<file path="src/rtl/lcdw_pkg.sv">
package lcdw_pkg;

  typedef enum logic [3:0] {
    S_PWR, S_INIT_GO, S_INIT_PULSE, S_INIT_GAP, S_IDLE,
    S_HI_GO, S_HI_PULSE, S_LO_GO, S_LO_PULSE, S_SETTLE
  } seq_state_t;

  typedef enum logic [1:0] {PH_IDLE, PH_SETUP, PH_HIGH, PH_HOLD} phase_t;

  localparam int INIT_STEPS = 4;

  // nibble sent at each initialisation step: three times 3, then 2
  function automatic logic [3:0] init_nibble(input logic [1:0] step);
    return (step == 2'd3) ? 4'h2 : 4'h3;
  endfunction

  // clear (01) and home (02/03) need the long settle delay
  function automatic logic is_slow_cmd(input logic sel, input logic [7:0] b);
    return !sel && (b[7:2] == 6'd0) && (b[1:0] != 2'd0);
  endfunction

  function automatic int max2(input int a, input int b);
    return (a > b) ? a : b;
  endfunction

endpackage

</file>
<file path="src/rtl/lcdw_delay.sv">
module lcdw_delay #(
  parameter int W       = 8,
  parameter int RST_VAL = 1
) (
  input  logic         clk,
  input  logic         rst_n,
  input  logic         load,
  input  logic [W-1:0] load_val,
  output logic         expired
);
  logic [W-1:0] cnt;

  always_ff @(posedge clk or negedge rst_n) begin
    if (!rst_n)          cnt <= W'(RST_VAL);
    else if (load)       cnt <= load_val;
    else if (cnt != '0)  cnt <= cnt - 1'b1;
  end

  assign expired = (cnt == '0);
endmodule

</file>
<file path="src/rtl/lcdw_strobe.sv">
module lcdw_strobe
  import lcdw_pkg::*;
#(
  parameter int SETUP_CYC   = 2,
  parameter int EN_HIGH_CYC = 3,
  parameter int HOLD_CYC    = 2
) (
  input  logic       clk,
  input  logic       rst_n,
  input  logic       start,
  input  logic       nib_rs,
  input  logic [3:0] nib,
  output logic       done,
  output logic       lcd_rs,
  output logic       lcd_en,
  output logic [3:0] lcd_d
);
  localparam int MAXC = max2(max2(SETUP_CYC, EN_HIGH_CYC), HOLD_CYC);
  localparam int CW   = $clog2(MAXC + 1);
  localparam logic [CW-1:0] SETUP_LD = CW'(SETUP_CYC - 1);
  localparam logic [CW-1:0] HIGH_LD  = CW'(EN_HIGH_CYC - 1);
  localparam logic [CW-1:0] HOLD_LD  = CW'(HOLD_CYC - 1);

  phase_t        phase;
  logic [CW-1:0] cnt;

  // bus changes only when a new nibble starts; enable follows the phases
  always_ff @(posedge clk or negedge rst_n) begin
    if (!rst_n) begin
      phase  <= PH_IDLE;
      cnt    <= '0;
      lcd_rs <= 1'b0;
      lcd_en <= 1'b0;
      lcd_d  <= 4'h0;
    end else begin
      case (phase)
        PH_IDLE: if (start) begin
          lcd_rs <= nib_rs;
          lcd_d  <= nib;
          cnt    <= SETUP_LD;
          phase  <= PH_SETUP;
        end
        PH_SETUP: begin
          if (cnt == '0) begin
            lcd_en <= 1'b1;
            cnt    <= HIGH_LD;
            phase  <= PH_HIGH;
          end else cnt <= cnt - 1'b1;
        end
        PH_HIGH: begin
          if (cnt == '0) begin
            lcd_en <= 1'b0;
            cnt    <= HOLD_LD;
            phase  <= PH_HOLD;
          end else cnt <= cnt - 1'b1;
        end
        PH_HOLD: begin
          if (cnt == '0) phase <= PH_IDLE;
          else           cnt   <= cnt - 1'b1;
        end
        default: phase <= PH_IDLE;
      endcase
    end
  end

  assign done = (phase == PH_HOLD) && (cnt == '0);
endmodule

</file>
<file path="src/rtl/lcdw_seq.sv">
module lcdw_seq
  import lcdw_pkg::*;
#(
  parameter int W            = 8,
  parameter int INIT_GAP_CYC = 12,
  parameter int CMD_CYC      = 6,
  parameter int LONG_CYC     = 20
) (
  input  logic         clk,
  input  logic         rst_n,
  input  logic         in_valid,
  output logic         in_ready,
  input  logic [7:0]   in_byte,
  input  logic         in_sel,
  input  logic         tmr_expired,
  output logic         tmr_load,
  output logic [W-1:0] tmr_val,
  input  logic         strobe_done,
  output logic         strobe_start,
  output logic         strobe_rs,
  output logic [3:0]   strobe_nib
);
  localparam logic [W-1:0] GAP_LD  = W'(INIT_GAP_CYC);
  localparam logic [W-1:0] CMD_LD  = W'(CMD_CYC);
  localparam logic [W-1:0] LONG_LD = W'(LONG_CYC);

  seq_state_t state;
  logic [1:0] step;
  logic [7:0] byte_q;
  logic       sel_q;
  logic       slow_q;

  always_ff @(posedge clk or negedge rst_n) begin
    if (!rst_n) begin
      state  <= S_PWR;
      step   <= 2'd0;
      byte_q <= 8'h00;
      sel_q  <= 1'b0;
      slow_q <= 1'b0;
    end else begin
      case (state)
        S_PWR:        if (tmr_expired) state <= S_INIT_GO;
        S_INIT_GO:    state <= S_INIT_PULSE;
        S_INIT_PULSE: if (strobe_done) state <= S_INIT_GAP;
        S_INIT_GAP: if (tmr_expired) begin
          if (step == 2'(INIT_STEPS - 1)) state <= S_IDLE;
          else begin
            step  <= step + 1'b1;
            state <= S_INIT_GO;
          end
        end
        S_IDLE: if (in_valid) begin
          byte_q <= in_byte;
          sel_q  <= in_sel;
          slow_q <= is_slow_cmd(in_sel, in_byte);
          state  <= S_HI_GO;
        end
        S_HI_GO:    state <= S_HI_PULSE;
        S_HI_PULSE: if (strobe_done) state <= S_LO_GO;
        S_LO_GO:    state <= S_LO_PULSE;
        S_LO_PULSE: if (strobe_done) state <= S_SETTLE;
        S_SETTLE:   if (tmr_expired) state <= S_IDLE;
        default:    state <= S_PWR;
      endcase
    end
  end

  always_comb begin
    in_ready     = (state == S_IDLE);
    strobe_start = (state == S_INIT_GO) || (state == S_HI_GO) || (state == S_LO_GO);
    strobe_rs    = (state == S_HI_GO || state == S_LO_GO) ? sel_q : 1'b0;
    case (state)
      S_INIT_GO: strobe_nib = init_nibble(step);
      S_HI_GO:   strobe_nib = byte_q[7:4];
      default:   strobe_nib = byte_q[3:0];
    endcase
    tmr_load = 1'b0;
    tmr_val  = GAP_LD;
    if (state == S_INIT_PULSE && strobe_done) begin
      tmr_load = 1'b1;
      tmr_val  = GAP_LD;
    end else if (state == S_LO_PULSE && strobe_done) begin
      tmr_load = 1'b1;
      tmr_val  = slow_q ? LONG_LD : CMD_LD;
    end
  end
endmodule

</file>
<file path="src/rtl/lcd_nibble_writer.sv">
module lcd_nibble_writer
  import lcdw_pkg::*;
#(
  parameter int SETUP_CYC    = 3,
  parameter int EN_HIGH_CYC  = 25,
  parameter int HOLD_CYC     = 2,
  parameter int POWERUP_CYC  = 2000000,
  parameter int INIT_GAP_CYC = 250000,
  parameter int CMD_CYC      = 2500,
  parameter int LONG_CYC     = 100000
) (
  input  logic       clk,
  input  logic       rst_n,
  input  logic       in_valid,
  output logic       in_ready,
  input  logic [7:0] in_byte,
  input  logic       in_sel,
  output logic       lcd_rs,
  output logic       lcd_en,
  output logic [3:0] lcd_d
);
  localparam int MAXD = max2(max2(POWERUP_CYC, INIT_GAP_CYC), max2(CMD_CYC, LONG_CYC));
  localparam int W    = $clog2(MAXD + 1);

  logic         tmr_load, tmr_expired;
  logic [W-1:0] tmr_val;
  logic         s_start, s_done, s_rs;
  logic [3:0]   s_nib;

  lcdw_delay #(.W(W), .RST_VAL(POWERUP_CYC)) u_delay (
    .clk(clk), .rst_n(rst_n), .load(tmr_load), .load_val(tmr_val),
    .expired(tmr_expired)
  );

  lcdw_seq #(
    .W(W), .INIT_GAP_CYC(INIT_GAP_CYC), .CMD_CYC(CMD_CYC), .LONG_CYC(LONG_CYC)
  ) u_seq (
    .clk(clk), .rst_n(rst_n), .in_valid(in_valid), .in_ready(in_ready),
    .in_byte(in_byte), .in_sel(in_sel), .tmr_expired(tmr_expired),
    .tmr_load(tmr_load), .tmr_val(tmr_val), .strobe_done(s_done),
    .strobe_start(s_start), .strobe_rs(s_rs), .strobe_nib(s_nib)
  );

  lcdw_strobe #(
    .SETUP_CYC(SETUP_CYC), .EN_HIGH_CYC(EN_HIGH_CYC), .HOLD_CYC(HOLD_CYC)
  ) u_strobe (
    .clk(clk), .rst_n(rst_n), .start(s_start), .nib_rs(s_rs), .nib(s_nib),
    .done(s_done), .lcd_rs(lcd_rs), .lcd_en(lcd_en), .lcd_d(lcd_d)
  );
endmodule

</file>
<file path="config.mk">
export PLATFORM = sky130hd
export DESIGN_NAME = lcd_nibble_writer
export DESIGN_NICKNAME = d
export VERILOG_FILES = /design/src/rtl/lcdw_pkg.sv /design/src/rtl/lcdw_delay.sv /design/src/rtl/lcdw_strobe.sv /design/src/rtl/lcdw_seq.sv /design/src/rtl/lcd_nibble_writer.sv
export SDC_FILE = /design/constraint.sdc
export NUM_CORES = 1
export LEC_CHECK = 0
export BUFFER_PORTS_ARGS = -buffer_cell sky130_fd_sc_hd__buf_2
export CORE_ASPECT_RATIO = 0.9
export CORE_MARGIN = 2
export CORE_UTILIZATION = 50
export CTS_CLUSTER_SIZE = 25
export DETAILED_ROUTE_END_ITERATION = 12
export PLACE_DENSITY = 0.72
export SLEW_MARGIN = 0
export SYNTH_ARGS = -nofsm -noshare
export SYNTH_HDL_FRONTEND = slang
export SYNTH_HIERARCHICAL = 1
export SYNTH_SLANG_ARGS = --single-unit
</file>
<file path="constraint.sdc">
create_clock -name clk -period 3.25 [get_ports clk]
set_input_delay 0.4875 -clock clk [delete_from_list [all_inputs] [get_ports clk]]
set_output_delay 0.4875 -clock clk [all_outputs]
set_load 0.01 [all_outputs]
</file>
==> results by group <==
Logic synthesis
  • Warnings, synthesis: 6
  • Syn Inst Count: 310
  • Mapped cell area: 0.00310 mm²
  • #FFs+latches synth: 50
  • Mean Syn Cell Area: 9.99 µm²
  • Register area share after synthesis: 0.407
  • Asr flop ratio synth: 1.00
  • Count of cell types in the netlist: 57
  • Top FF cell, synth: dfrtp_1
  • EDFF count, synth: 0

Floorplan
  • Die Footprint: 0.00684 mm²
  • Starting Density: 0.512
  • Die X-Extent: 87.0 µm
  • Core Area: 0.00605 mm²
  • Die H: 78.7 µm
  • I/O pin total: 19
  • Row cnt: 27

GRT
  • Grt ovf: 0
  • First-pass GRT wire length: 10.0 mm
  • Largest net degree at the start of global routing: 50
  • Gr usage total: 0.186
  • Vias in the first global route: 2163
  • Antenna violations before repair: 0

Worst setup path
  • Crit path DAT: 2850 ps
  • Type of the worst setup path: reg -> reg
  • Worst path required time: 3440 ps
  • Crit path capture type: flip-flop
  • CP Launch Type: flip-flop
  • Crit path max fanout: 8

Route
  • Post-DR wirelength/cell: 14.7 µm
  • DRC Markers: 0
  • DRT Pass-1 Iters: 4
  • Drt via density: 5.72
  • Post-route ant nets: 0
  • Drt first-iter violations: 151
  • Total Wirelength: 5.69 mm
  • Detailed-route via count: 2214

Power
  • Peak VDD IR: 0.287 mV
  • Pleak: 1.39 nW
  • Pwr/cell area: 457 mW/mm²
  • Total power: 1.47 mW

Cells and area
  • Final #Nets: 335
  • Area delta synth->final: 3.84%
  • Layout cells sized above 1: 0.190
  • Inserted Diodes: 0
  • # fillers: 533

Timing
  • Final setup vio count: 0
  • Tcrit/Tclk final: 0.817
  • Final Skew: 7.68 ps
  • Maximum clock rate: 377 MHz
  • RSZ-0062 raised after global routing: false
  • Worst-margin pin slew: 1060 ps
  • Final hold violation count: 0
  • Minimum clock period: 2650 ps
  • Max_slew headroom: 0.291
  • Final Max Tran Viols: 0
  • TNS Setup: 0 ps

Clock tree
  • CTS sink count: 50
  • CTS tree: yes
  • Root buffer cell: clkbuf_8
  • Total setup buffers inserted after CTS: 0
  • Hold buffers post-CTS: 0
  • CTS H-tree lvls: 2
  • Cts repair resizes: 0
  • Total CTS buffers: 5
  • Clk_lat worst skew: 310 ps
  • Clk slew on worst S/H paths: 100 ps
  • Clock Path Buffers: 2

Flow run
  • Max-cap violations: 0

Placed design
  • RD Place Congestion: 0.808
  • PortBufs: 18
  • Detailed Place HPWL: 4.09 mm

Hold path
  • Min-delay worst type: in -> async

Run status
  • Status: complete, no violations
worst paths after layout:
path	startpoint	endpoint	slack, ps	cells after the start
hold reg to reg	u_seq/step[0]$_DFFE_PN0P_	u_seq/step[0]$_DFFE_PN0P_	490	1
min in group clk	in_byte[4]	u_seq/byte_q[4]$_DFFE_PN0P_	400	2
setup reg to reg	u_delay/cnt[0]$_DFFE_PN0P_	u_seq/step[1]$_DFFE_PN0P_	600	8
max in group asynchronous	rst_n	u_delay/cnt[18]$_DFFE_PN1P_	2170	2
hold / removal	rst_n	u_strobe/cnt[4]$_DFFE_PN0P_	370	1
setup / recovery	u_delay/cnt[0]$_DFFE_PN0P_	u_seq/step[1]$_DFFE_PN0P_	600	8
cell type report:
class / instances / area (µm²) / area share
clock buffers: 5 / 68.8 / 0.0214
clock inverters: 3 / 25.0 / 0.00778
inverters: 15 / 56.3 / 0.0175
multi-input cells: 222 / 1610 / 0.501
flip-flops and latches: 50 / 1260 / 0.392
well taps: 72 / 90.1 / 0.0280
repair buffers: 20 / 105 / 0.0327
state kept, by name, indices dropped and copies added (netlist names):
register and flops:
u_delay/cnt 21, u_seq/byte_q 8, u_strobe/cnt 5, u_seq/state 4, u_strobe/lcd_d 4, u_seq/step 2
u_strobe/phase 2, u_seq/sel_q 1, u_seq/slow_q 1, u_strobe/lcd_en 1, u_strobe/lcd_rs 1
power by group:
group	internal, mW	switching, mW	total (mW)
clock	0.156	0.222	0.377
combinational	0.142	0.140	0.281
sequential	0.704	0.106	0.810
total	1.00	0.467	1.47
cells in the final DEF (no fill, tap or decap), types with 2 or more instances in the layout:
| cell | n |
|---|---|
| dfrtp_1 | 43 |
| nand2_1 | 22 |
| buf_2 | 18 |
| a21oi_1 | 16 |
| inv_1 | 15 |
| nor3_1 | 14 |
| nor2_1 | 13 |
| xnor2_1 | 13 |
| o21ai_0 | 12 |
| mux2_2 | 12 |
| o31ai_1 | 10 |
| ha_1 | 9 |
| conb_1 | 8 |
| a22o_1 | 7 |
| dfstp_2 | 7 |
| nor4_1 | 6 |
| nand3_1 | 6 |
| nand2b_1 | 6 |
| mux2_1 | 6 |
| clkbuf_8 | 5 |
| xor2_1 | 5 |
| o21ai_1 | 4 |
| or4_1 | 3 |
| nor4b_4 | 3 |
| and2_1 | 3 |
| nand4b_1 | 3 |
| nor3b_1 | 3 |
| a211oi_1 | 3 |
| a21o_1 | 3 |
| nor2_4 | 2 |
| or4_4 | 2 |
| or4b_1 | 2 |
| o41ai_1 | 2 |
| o21a_1 | 2 |
| buf_4 | 2 |
| nor3b_2 | 2 |
| nor2b_1 | 2 |
synth_stat cells, types with 7 or more instances:
cell     instances  share of area
xnor2_1         13          0.037
mux2_2          12          0.044
o31ai_1         10          0.024
a21oi_1         16          0.026
dfstp_2          7          0.059
nor2_1          13          0.016
nor3_1          14          0.023
nand2_1         22          0.027
buf_4           17          0.041
a22o_1           7          0.020
inv_1           15          0.018
ha_1             9          0.036
dfrtp_1         43           0.35
o21ai_0         12          0.019
critical path, stage by stage, from the launching register on:
cell,delay [ps]
dfrtp_1,410
inv_1,120
ha_1,190
or4b_1,490
nor4b_4,280
and2_1,320
nor4b_1,260
nand3_1,160
mux2_2,310
cell families after synthesis:
logic type | count (synthesis) | synth area share
compound gates | 70 | 0.152
xor+xnor | 18 | 0.0509
fa+ha+maj | 9 | 0.0364
buf+inv | 44 | 0.0820
flops | 50 | 0.407
mux | 19 | 0.0687
other cells | 2 | 0.00243
simple gates | 98 | 0.200
metal layers:
| metal | GRT usage | wire length (µm) | vias to the layer above |
|---|---|---|---|
| li1 | - | - | 1103 |
| met4 | 0.0625 | 65 | 0 |
| met5 | 0 | 0 | - |
| met3 | 0.0284 | 125 | 4 |
| met2 | 0.304 | 2710 | 28 |
| met1 | 0.251 | 2790 | 1079 |
through the flow:
step           utilization  area (µm²)  std cells  hold slack [ps]  setup slack (ps)
2_1_floorplan            -        3120        316              192               846
3_3_place_gp         0.516        3120        379              475               718
3_5_place_dp         0.516        3120        379              473               629
4_1_cts              0.532        3220        387              387               588
5_1_grt              0.532        3220        387              404               373
6_report             0.532        3220        387              369               596
No activity file was read; power rests on OpenSTA's default activity.
